===== config.mk =====
export PLATFORM = sky130hd
export DESIGN_NAME = nib_i2c_cmd_target
export DESIGN_NICKNAME = d
export VERILOG_FILES = /design/src/rtl/i2c_cmd_pkg.sv /design/src/rtl/line_sync.sv /design/src/rtl/bus_cond.sv /design/src/rtl/cmd_engine.sv /design/src/rtl/nib_i2c_cmd_target.sv
export SDC_FILE = /design/constraint.sdc
export NUM_CORES = 1
export LEC_CHECK = 0
export BUFFER_PORTS_ARGS = -buffer_cell sky130_fd_sc_hd__buf_2
export CORE_MARGIN = 8
export CORE_UTILIZATION = 45
export CTS_CLUSTER_SIZE = 16
export DETAILED_ROUTE_END_ITERATION = 10
export HOLD_SLACK_MARGIN = 0.03
export PLACE_DENSITY_LB_ADDON = 0.25
export SYNTH_ARGS = -nofsm -noshare
export SYNTH_HDL_FRONTEND = slang
export SYNTH_SLANG_ARGS = --single-unit

===== constraint.sdc =====
create_clock -name clk -period 6.32 [get_ports clk]
set_clock_uncertainty 0.15 [all_clocks]
set_input_delay 0 -clock clk [delete_from_list [all_inputs] [get_ports clk]]
set_output_delay 0 -clock clk [all_outputs]
set_load 0.1 [all_outputs]

===== src/rtl/i2c_cmd_pkg.sv =====
package i2c_cmd_pkg;
  localparam int BYTE_W = 8;
  localparam int CNT_W  = $clog2(BYTE_W + 2);

  localparam logic [3:0] OP_GANG_D2W = 4'b0001;
  localparam logic [3:0] OP_STEP     = 4'b0010;
  localparam logic [3:0] OP_GANG_W2D = 4'b1000;
  localparam logic [3:0] OP_RD_WIPER = 4'b1001;
  localparam logic [3:0] OP_WR_WIPER = 4'b1010;
  localparam logic [3:0] OP_RD_STORE = 4'b1011;
  localparam logic [3:0] OP_WR_STORE = 4'b1100;
  localparam logic [3:0] OP_D2W      = 4'b1101;
  localparam logic [3:0] OP_W2D      = 4'b1110;

  typedef enum logic [2:0] {
    PH_IDLE, PH_ADDR, PH_INSTR, PH_WDATA, PH_RDATA, PH_STEP, PH_HOLD
  } phase_e;

  function automatic logic op_is_read(input logic [3:0] op);
    return (op == OP_RD_WIPER) || (op == OP_RD_STORE);
  endfunction

  function automatic logic op_is_write(input logic [3:0] op);
    return (op == OP_WR_WIPER) || (op == OP_WR_STORE);
  endfunction

  function automatic logic op_is_xfer(input logic [3:0] op);
    return (op == OP_D2W) || (op == OP_W2D) ||
           (op == OP_GANG_D2W) || (op == OP_GANG_W2D);
  endfunction

  function automatic logic op_known(input logic [3:0] op);
    return op_is_read(op) || op_is_write(op) || op_is_xfer(op) || (op == OP_STEP);
  endfunction

  function automatic logic op_programs(input logic [3:0] op);
    return (op == OP_WR_STORE) || (op == OP_W2D) || (op == OP_GANG_W2D);
  endfunction
endpackage


===== src/rtl/line_sync.sv =====
module line_sync #(
  parameter int W      = 2,
  parameter int STAGES = 2
) (
  input  logic         clk,
  input  logic         rst,
  input  logic [W-1:0] d,
  output logic [W-1:0] q
);
  logic [STAGES-1:0][W-1:0] stg;

  always_ff @(posedge clk) begin
    if (rst) stg <= '1;
    else     stg <= {stg[STAGES-2:0], d};
  end

  assign q = stg[STAGES-1];
endmodule


===== src/rtl/bus_cond.sv =====
module bus_cond (
  input  logic clk,
  input  logic rst,
  input  logic scl_s,
  input  logic sda_s,
  output logic scl_rise,
  output logic scl_fall,
  output logic start_evt,
  output logic stop_evt
);
  logic scl_d, sda_d;

  always_ff @(posedge clk) begin
    if (rst) begin
      scl_d <= 1'b1;
      sda_d <= 1'b1;
    end else begin
      scl_d <= scl_s;
      sda_d <= sda_s;
    end
  end

  assign scl_rise  = scl_s & ~scl_d;
  assign scl_fall  = ~scl_s & scl_d;
  assign start_evt = scl_s & scl_d & sda_d & ~sda_s;
  assign stop_evt  = scl_s & scl_d & ~sda_d & sda_s;
endmodule


===== src/rtl/cmd_engine.sv =====
module cmd_engine
  import i2c_cmd_pkg::*;
#(
  parameter logic [3:0] DEV_TYPE = 4'b0101
) (
  input  logic              clk,
  input  logic              rst,
  input  logic              scl_s,
  input  logic              sda_s,
  input  logic              scl_rise,
  input  logic              scl_fall,
  input  logic              start_evt,
  input  logic              stop_evt,
  input  logic [3:0]        strap_addr,
  input  logic              wp_n,
  input  logic              nv_busy,
  input  logic [BYTE_W-1:0] rd_data,
  output logic              sda_pull,
  output logic              cmd_valid,
  output logic [3:0]        cmd_op,
  output logic [1:0]        cmd_reg,
  output logic [1:0]        cmd_pot,
  output logic [BYTE_W-1:0] cmd_data,
  output logic              step_up,
  output logic              step_dn
);
  phase_e            ph, nxt, go;
  logic [CNT_W-1:0]  cnt;
  logic [BYTE_W-1:0] sreg;
  logic              in_ack, pend, mack, armed, sdir, byte_ok;

  always_comb begin
    byte_ok = 1'b0;
    go      = PH_HOLD;
    unique case (ph)
      PH_ADDR: begin
        byte_ok = (sreg == {DEV_TYPE, strap_addr}) && !nv_busy;
        go      = PH_INSTR;
      end
      PH_INSTR: begin
        byte_ok = op_known(sreg[7:4]);
        if (op_is_read(sreg[7:4]))       go = PH_RDATA;
        else if (op_is_write(sreg[7:4])) go = PH_WDATA;
        else if (sreg[7:4] == OP_STEP)   go = PH_STEP;
        else                             go = PH_HOLD;
      end
      PH_WDATA: byte_ok = !((cmd_op == OP_WR_STORE) && !wp_n);
      default: ;
    endcase
  end

  always_ff @(posedge clk) begin
    if (rst) begin
      ph <= PH_IDLE; nxt <= PH_IDLE; cnt <= '0; sreg <= '0;
      in_ack <= 1'b0; pend <= 1'b0; mack <= 1'b0; armed <= 1'b0; sdir <= 1'b0;
      sda_pull <= 1'b0; cmd_valid <= 1'b0; step_up <= 1'b0; step_dn <= 1'b0;
      cmd_op <= '0; cmd_reg <= '0; cmd_pot <= '0; cmd_data <= '0;
    end else begin
      cmd_valid <= 1'b0;
      step_up   <= 1'b0;
      step_dn   <= 1'b0;
      if (start_evt) begin
        ph <= PH_ADDR; cnt <= '0; in_ack <= 1'b0; sda_pull <= 1'b0;
        pend <= 1'b0; armed <= 1'b0;
      end else if (stop_evt) begin
        ph <= PH_IDLE; in_ack <= 1'b0; sda_pull <= 1'b0;
        pend <= 1'b0; armed <= 1'b0;
        cmd_valid <= pend && (wp_n || !op_programs(cmd_op));
      end else begin
        unique case (ph)
          PH_ADDR, PH_INSTR, PH_WDATA: begin
            if (scl_rise && !in_ack) begin
              sreg <= {sreg[BYTE_W-2:0], sda_s};
              cnt  <= cnt + 1'b1;
            end else if (scl_fall && in_ack) begin
              in_ack   <= 1'b0;
              sda_pull <= 1'b0;
              cnt      <= '0;
              ph       <= nxt;
              if (nxt == PH_RDATA) begin
                sreg     <= rd_data;
                sda_pull <= ~rd_data[BYTE_W-1];
              end
            end else if (scl_fall && cnt == CNT_W'(BYTE_W)) begin
              if (byte_ok) begin
                in_ack   <= 1'b1;
                sda_pull <= 1'b1;
                nxt      <= go;
                if (ph == PH_INSTR) begin
                  cmd_op  <= sreg[7:4];
                  cmd_reg <= sreg[3:2];
                  cmd_pot <= sreg[1:0];
                  pend    <= op_is_xfer(sreg[7:4]);
                end
                if (ph == PH_WDATA) begin
                  cmd_data <= sreg;
                  pend     <= 1'b1;
                end
              end else begin
                ph <= PH_HOLD;
              end
            end
          end
          PH_RDATA: begin
            if (scl_rise) begin
              cnt <= cnt + 1'b1;
              if (cnt == CNT_W'(BYTE_W)) mack <= ~sda_s;
            end else if (scl_fall) begin
              if (cnt == CNT_W'(BYTE_W + 1)) begin
                cnt <= '0;
                if (mack) begin
                  sreg     <= rd_data;
                  sda_pull <= ~rd_data[BYTE_W-1];
                end else begin
                  ph <= PH_HOLD;
                end
              end else if (cnt == CNT_W'(BYTE_W)) begin
                sda_pull <= 1'b0;
              end else begin
                sreg     <= {sreg[BYTE_W-2:0], 1'b0};
                sda_pull <= ~sreg[BYTE_W-2];
              end
            end
          end
          PH_STEP: begin
            if (scl_rise) begin
              sdir  <= sda_s;
              armed <= 1'b1;
            end else if (scl_fall && armed) begin
              armed   <= 1'b0;
              step_up <= sdir;
              step_dn <= ~sdir;
            end
          end
          default: ;
        endcase
      end
    end
  end

  // the pull only moves while SCL was low
  p_pull_scl_low_r2: assert property (@(posedge clk) disable iff (rst)
    (sda_pull != $past(sda_pull)) |-> !$past(scl_s));
  // an address acknowledge needs the exact type and strap nibbles
  p_addr_match_r1: assert property (@(posedge clk) disable iff (rst)
    ($rose(in_ack) && $past(ph) == PH_ADDR) |-> ($past(sreg) == {DEV_TYPE, $past(strap_addr)}));
  // no address acknowledge while a program cycle runs
  p_busy_silent_r3: assert property (@(posedge clk) disable iff (rst)
    ($rose(in_ack) && $past(ph) == PH_ADDR) |-> !$past(nv_busy));
  // protected write-stored data is never acknowledged
  p_wp_refuse_r7: assert property (@(posedge clk) disable iff (rst)
    ($rose(in_ack) && $past(ph) == PH_WDATA && cmd_op == OP_WR_STORE) |-> $past(wp_n));
  // commands leave only right after STOP
  p_cmd_after_stop_r5: assert property (@(posedge clk) disable iff (rst)
    cmd_valid |-> $past(stop_evt));
  // step pulses are exclusive and come only from stepping mode
  p_step_excl_r9: assert property (@(posedge clk) disable iff (rst)
    !(step_up && step_dn));
  p_step_mode_r9: assert property (@(posedge clk) disable iff (rst)
    (step_up || step_dn) |-> ($past(ph) == PH_STEP));
endmodule


===== src/rtl/nib_i2c_cmd_target.sv =====
module nib_i2c_cmd_target
  import i2c_cmd_pkg::*;
#(
  parameter logic [3:0] DEV_TYPE    = 4'b0101,
  parameter int         SYNC_STAGES = 2
) (
  input  logic              clk,
  input  logic              rst,
  input  logic              scl_in,
  input  logic              sda_in,
  output logic              sda_pull,
  input  logic [3:0]        strap_addr,
  input  logic              wp_n,
  input  logic              nv_busy,
  input  logic [BYTE_W-1:0] rd_data,
  output logic              cmd_valid,
  output logic [3:0]        cmd_op,
  output logic [1:0]        cmd_reg,
  output logic [1:0]        cmd_pot,
  output logic [BYTE_W-1:0] cmd_data,
  output logic              step_up,
  output logic              step_dn
);
  logic scl_s, sda_s, scl_rise, scl_fall, start_evt, stop_evt;

  line_sync #(.W(2), .STAGES(SYNC_STAGES)) u_sync (
    .clk(clk), .rst(rst), .d({scl_in, sda_in}), .q({scl_s, sda_s})
  );

  bus_cond u_cond (
    .clk(clk), .rst(rst), .scl_s(scl_s), .sda_s(sda_s),
    .scl_rise(scl_rise), .scl_fall(scl_fall),
    .start_evt(start_evt), .stop_evt(stop_evt)
  );

  cmd_engine #(.DEV_TYPE(DEV_TYPE)) u_eng (
    .clk(clk), .rst(rst), .scl_s(scl_s), .sda_s(sda_s),
    .scl_rise(scl_rise), .scl_fall(scl_fall),
    .start_evt(start_evt), .stop_evt(stop_evt),
    .strap_addr(strap_addr), .wp_n(wp_n), .nv_busy(nv_busy), .rd_data(rd_data),
    .sda_pull(sda_pull), .cmd_valid(cmd_valid), .cmd_op(cmd_op),
    .cmd_reg(cmd_reg), .cmd_pot(cmd_pot), .cmd_data(cmd_data),
    .step_up(step_up), .step_dn(step_dn)
  );
endmodule


After elaboration in Yosys (flattened, before gate mapping) --
Cells that the tools add are included.
Storage, ports and cells: logic and storage cells 179, input port bits 18, bits in registers 49
Cells by class: reduce and logical (&&, ||, !) cells 47, bitwise logic cells 20, add/sub/neg operators 1, multiplexer cells 47, eq/ne operators 42
Operator list (count):
- two-way mux 8 bit | 8
- equality test 4 bit, second input constant | 12
- AND reduction 8 bit | 4
- two-way mux 3 bit | 10
- two-way mux 4 bit | 5
- != test 3 x 1 -> 1 bit, second input constant | 6
- two-way mux 1 bit | 17
- case mux 8 bit (2 select lines) | 1
- AND reduction 7 bit | 2
- NOT 1 bit | 13
- != test 4 bit, second input constant | 3
- case mux 3 bit (2 select lines) | 2
- logical OR 1 bit | 11
- AND reduction 5 bit | 2
- nonzero test 2 bit | 5
- equality test 3 bit, second input constant | 3
- AND reduction 9 bit | 1
- OR reduction 3 bit | 3
- equality test 8 x 7 -> 1 bit | 1
- != test 4 x 3 -> 1 bit, second input constant | 2
- case mux 4 bit (2 select lines) | 1
- AND reduction 4 bit | 2
- bitwise AND 1 bit | 7
- logical AND 1 bit | 7
- 20 further kinds | 29

Depth between registers and ports, before layout --
word-level depth 14, gate-level depth with buffers 10, mapped depth without buffers 8

By module --
Synthesis repeated with hierarchy kept, for this count alone.
Unflattened totals: cell total of the unflattened synthesis 293, area total of the unflattened synthesis 2716.4 µm²
Modules (own cells, without submodules):
- cmd_engine | cells each 275, sequential area each 860.8 µm², area each 2511.2 µm², times used 1
- line_sync | cells each 10, sequential area each 80.1 µm², area each 120.1 µm², times used 1
- bus_cond | cells each 8, sequential area each 40.0 µm², area each 85.1 µm², times used 1

Worst setup path after synthesis --
Ideal clock, no wire load.
path kind register -> register, start point reg u_eng.cmd_op[3], end point reg u_eng.cmd_op[1], setup time 0.128 ns, data arrival time 2.385 ns, buffers on the path 0, path slack 3.658 ns, period minus slack after synthesis 2.662 ns, stages on the path, launching flop included 7, path through dfxtp_1 -> or3b_2 -> nor3_1 -> nor3_2 -> o2111ai_4 -> mux2i_1 -> nor2_1
On the way: longest elaborated chain between the ends 5
Ends and longest elaborated chain:
- start: declaration | line cmd_engine.sv:20 | output logic [3:0] cmd_op,
- start signal: assignment | line cmd_engine.sv:90 | cmd_op <= sreg[7:4];
- equality test 4 bit | line cmd_engine.sv:47 | PH_WDATA: byte_ok = !((cmd_op == OP_WR_STORE) && !wp_n);
- logical AND 1 bit | line cmd_engine.sv:47
- zero test 1 bit | line cmd_engine.sv:47
- case mux 1 bit (3 select lines) | line cmd_engine.sv:35 | unique case (ph)
- AND reduction 8 bit (no line)
Every way passes these cells. A chain may end at the register's enable or synchronous reset.

Worst setup path in the final report --
start point reg u_sync.stg, in the netlist u_sync.q[1], end point reg u_eng.cmd_data[3]
On the way: longest elaborated chain between the ends 5
Ends and longest elaborated chain:
- start: declaration | line line_sync.sv:10 | logic [STAGES-1:0][W-1:0] stg;
- start signal: assignment | line line_sync.sv:14 | else stg <= {stg[STAGES-2:0], d};
- bitwise AND 1 bit / NOT 1 bit (equally long branches) | line bus_cond.sv:25, bus_cond.sv:26, bus_cond.sv:24
- bitwise AND 1 bit, on equally long branches | line bus_cond.sv:25, bus_cond.sv:24, bus_cond.sv:26
- bitwise AND 1 bit, or another cell as far along | line bus_cond.sv:25 | assign start_evt = scl_s & scl_d & sda_d & ~sda_s;
- NOT 1 bit (no line)
- AND reduction 8 bit (no line) *
- end signal: assignment | line cmd_engine.sv:96 | cmd_data <= sreg;
- end: declaration | line cmd_engine.sv:23 | output logic [BYTE_W-1:0] cmd_data,
Every way passes the cells marked *; elsewhere a longest branch is shown, timed or not.

==> flow_summary.json <==
{
  "power.total_mw": 0.580,
  "clock_sinks": 49,
  "min_period_ps": 2620,
  "cts_buffers": 5,
  "synth.distinct_cells": 60,
  "power.density_nw_per_um2": 193,
  "p_int_mw": 0.455,
  "criticalPathCategory": "flop to flop",
  "maxSlewViolCount": 0,
  "critPathArrivalTime_ps": 2640,
  "yosysWarnings": 0,
  "top_layer": "met4",
  "period_share": 0.415,
  "synth_area_um2": 2600,
  "final_nets": 351,
  "hold_path.class": "input pin to flop",
  "finalWorstSetupSlack_ps": 3700,
  "ys_seq_area_frac": 0.377,
  "drt_iter0_markers": 244,
  "die_w_um": 92.0,
  "via_per_inst": 5.53,
  "rows": 27,
  "grt_pass1_vias": 2097,
  "antennaDiodeCount": 0,
  "overflow": 0,
  "antenna_found_initial": 0,
  "vias": 2211,
  "fmax_mhz": 382,
  "dieHeight_um": 92.0,
  "cts_resized": 0,
  "irDropWorstVdd_uv": 91.7,
  "drcViolationCount": 0,
  "worst_slew_pin_slew_ps": 752,
  "netSwitchingPower_mw": 0.125,
  "io_buffers": 37,
  "dieArea_um2": 8460,
  "cts.clk_slew.worst_paths_ps": 90,
  "place_congestion": 0.867,
  "clk_latency_ps": 310,
  "area_growth_pct": 15.9,
  "detail-route-antenna-nets": 0,
  "synth_edf_count": 0,
  "relSlewSlack": 0.499,
  "comb_power_share": 0.057,
  "ys_seq_elements": 49,
  "htreeDepth": 2,
  "post_drt_wl_per_cell_um": 15.1,
  "start_util": 0.469,
  "start_kind": "flop",
  "wl_um": 6040,
  "wl_met2_um": 2900,
  "async_flop_share": 0,
  "p_clk_frac": 0.406,
  "core_um2": 5540,
  "cts_tree": "built",
  "grt_use_total": 0.145,
  "ios": 38,
  "grt_setup_unrepaired": "false",
  "met3_length_um": 277,
  "first_pass_iters": 4,
  "hold_viol_final": 0,
  "synth_nets": 313,
  "cts_root_buffer": "clkbuf_8",
  "setup_tns_ps": 0,
  "grt_max_degree": 44,
  "p_leak_nw": 1.23,
  "place_ws_ps": 3710,
  "drive_above_1_share": 0.210,
  "finalSetupViolations": 0,
  "dp_hpwl_um": 4280,
  "synth_ff_type": "dfxtp_1",
  "end_kind": "flop",
  "clockBufferDepth": 2,
  "swShare": 0.215,
  "cp.required_ps": 6340,
  "synthCells": 289,
  "syn_avg_cell_area_um2": 8.99,
  "maxCapViolations": 0,
  "routedLengthMet1_um": 2800,
  "status": "complete, no violations",
  "grt_pass1_wl_um": 10200,
  "pwr-share-seq": 0.537,
  "cp_max_fo": 9,
  "reg.largest.list": "u_eng.cmd_data x8, u_eng.sreg x8"
}
-- synthesized netlist by cell type (3+ instances only) --
cell	n	area share
a21oi_1	17	0.033
nand3b_1	3	0.0087
nor2_1	37	0.053
nor2b_1	4	0.0096
nand2_1	17	0.025
buf_2	8	0.015
dfxtp_1	49	0.38
clkbuf_1	5	0.0072
xnor2_1	5	0.017
ha_1	6	0.029
nand2b_1	4	0.0096
mux2i_1	27	0.10
or3_1	3	0.0072
a31oi_1	3	0.0072
nand4_1	4	0.0096
a211oi_1	8	0.023
nand3_1	3	0.0058
nor4b_1	4	0.013
and3b_1	3	0.010
o21ai_0	11	0.021
or2_2	7	0.017
inv_1	11	0.016
-- placed cells by master (no fill, tap or decap), types with 3 or more instances in the layout --
master	Yosys	layout
dfxtp_1	49	49
nor2_1	37	37
buf_2	8	37
mux2i_1	27	27
a21oi_1	17	17
nand2_1	17	17
inv_1	11	11
o21ai_0	11	11
dlygate4sd3_1	0	10
a211oi_1	8	8
or2_2	7	7
ha_1	6	6
clkbuf_8	0	6
xnor2_1	5	5
nor2b_1	4	4
nor4b_1	4	4
nand4_1	4	4
nand2b_1	4	4
and3b_1	3	3
nand3b_1	3	3
nand3_1	3	3
a31oi_1	3	3
or3_1	3	3
-- metal layers --
metal,up-vias,global-route usage
met1,1049,0.189
li1,1109,-
met3,8,0.0334
met5,-,0
met2,45,0.234
met4,0,0.0362
-- stage by stage --
stage / cell area, µm² / hold WS, ps / std cells / utilization
floorplan: 2600 / -46.2 / 289 / -
global placement: 2800 / 32.2 / 382 / 0.505
detailed placement: 2800 / 35.1 / 382 / 0.505
CTS: 3010 / 104 / 400 / 0.544
global route: 3010 / 124 / 400 / 0.544
finish: 3010 / 91.0 / 400 / 0.544
-- kinds of logic (layout without fill, tap and decap cells) --
logic type / Yosys count / after routing / share of synthesized area
AOI/OAI and AO/OA: 60 / 60 / 0.164
adders and majority gates: 6 / 6 / 0.0289
xor gates and xnor gates: 7 / 7 / 0.0236
and+or+nand+nor: 111 / 111 / 0.247
buffers and inverters: 27 / 66 / 0.0462
muxes: 29 / 29 / 0.114
DFF: 49 / 49 / 0.377
-- power by group through the flow --
| stage | registers [mW] | clock network (mW) | logic [mW] |
|---|---|---|---|
| 2_1_floorplan | 0.318 | 0 | 0.0186 |
| 3_3_place_gp | 0.319 | 0 | 0.0282 |
| 3_5_place_dp | 0.319 | 0 | 0.0284 |
| 4_1_cts | 0.312 | 0.238 | 0.0332 |
| 5_1_grt | 0.312 | 0.254 | 0.0363 |
| 6_report | 0.312 | 0.236 | 0.0330 |
-- worst max-delay path, cell delays in order, from the launching register on --
cell and delay, ps:
dfxtp_1 340, inv_1 60, ha_1 350, nand4b_1 220, nor4b_4 380, and4bb_1 240, o21a_1 440, mux2i_1 240
nor2_1 60
-- final timing paths --
path	slack, ps	startpoint	cells after the start	endpoint
min	90	rst	2	u_eng.cmd_op[2]
min reg2reg	260	u_sync.stg[0]	1	u_sync.q[0]
max reg2reg	3700	u_sync.q[1]	8	u_eng.cmd_data[3]
max	3700	u_sync.q[1]	8	u_eng.cmd_data[3]
-- what timing repair did --
item	CTS	global route
hold buffers	10	0
buffers inserted	0	0
endpoints found under the setup margin	0	0
endpoints found under the hold margin	11	0
-- area by class of cell --
type / count / area, µm²
clock buffer: 7 / 86.3
timing repair buffer: 47 / 285
sequential: 49 / 981
tap: 72 / 90.1
multi-input combinational: 213 / 1500
fill: 545 / 2530
inverter: 11 / 41.3
clock inverter: 1 / 30.0
(Power assumes the default switching activity.)
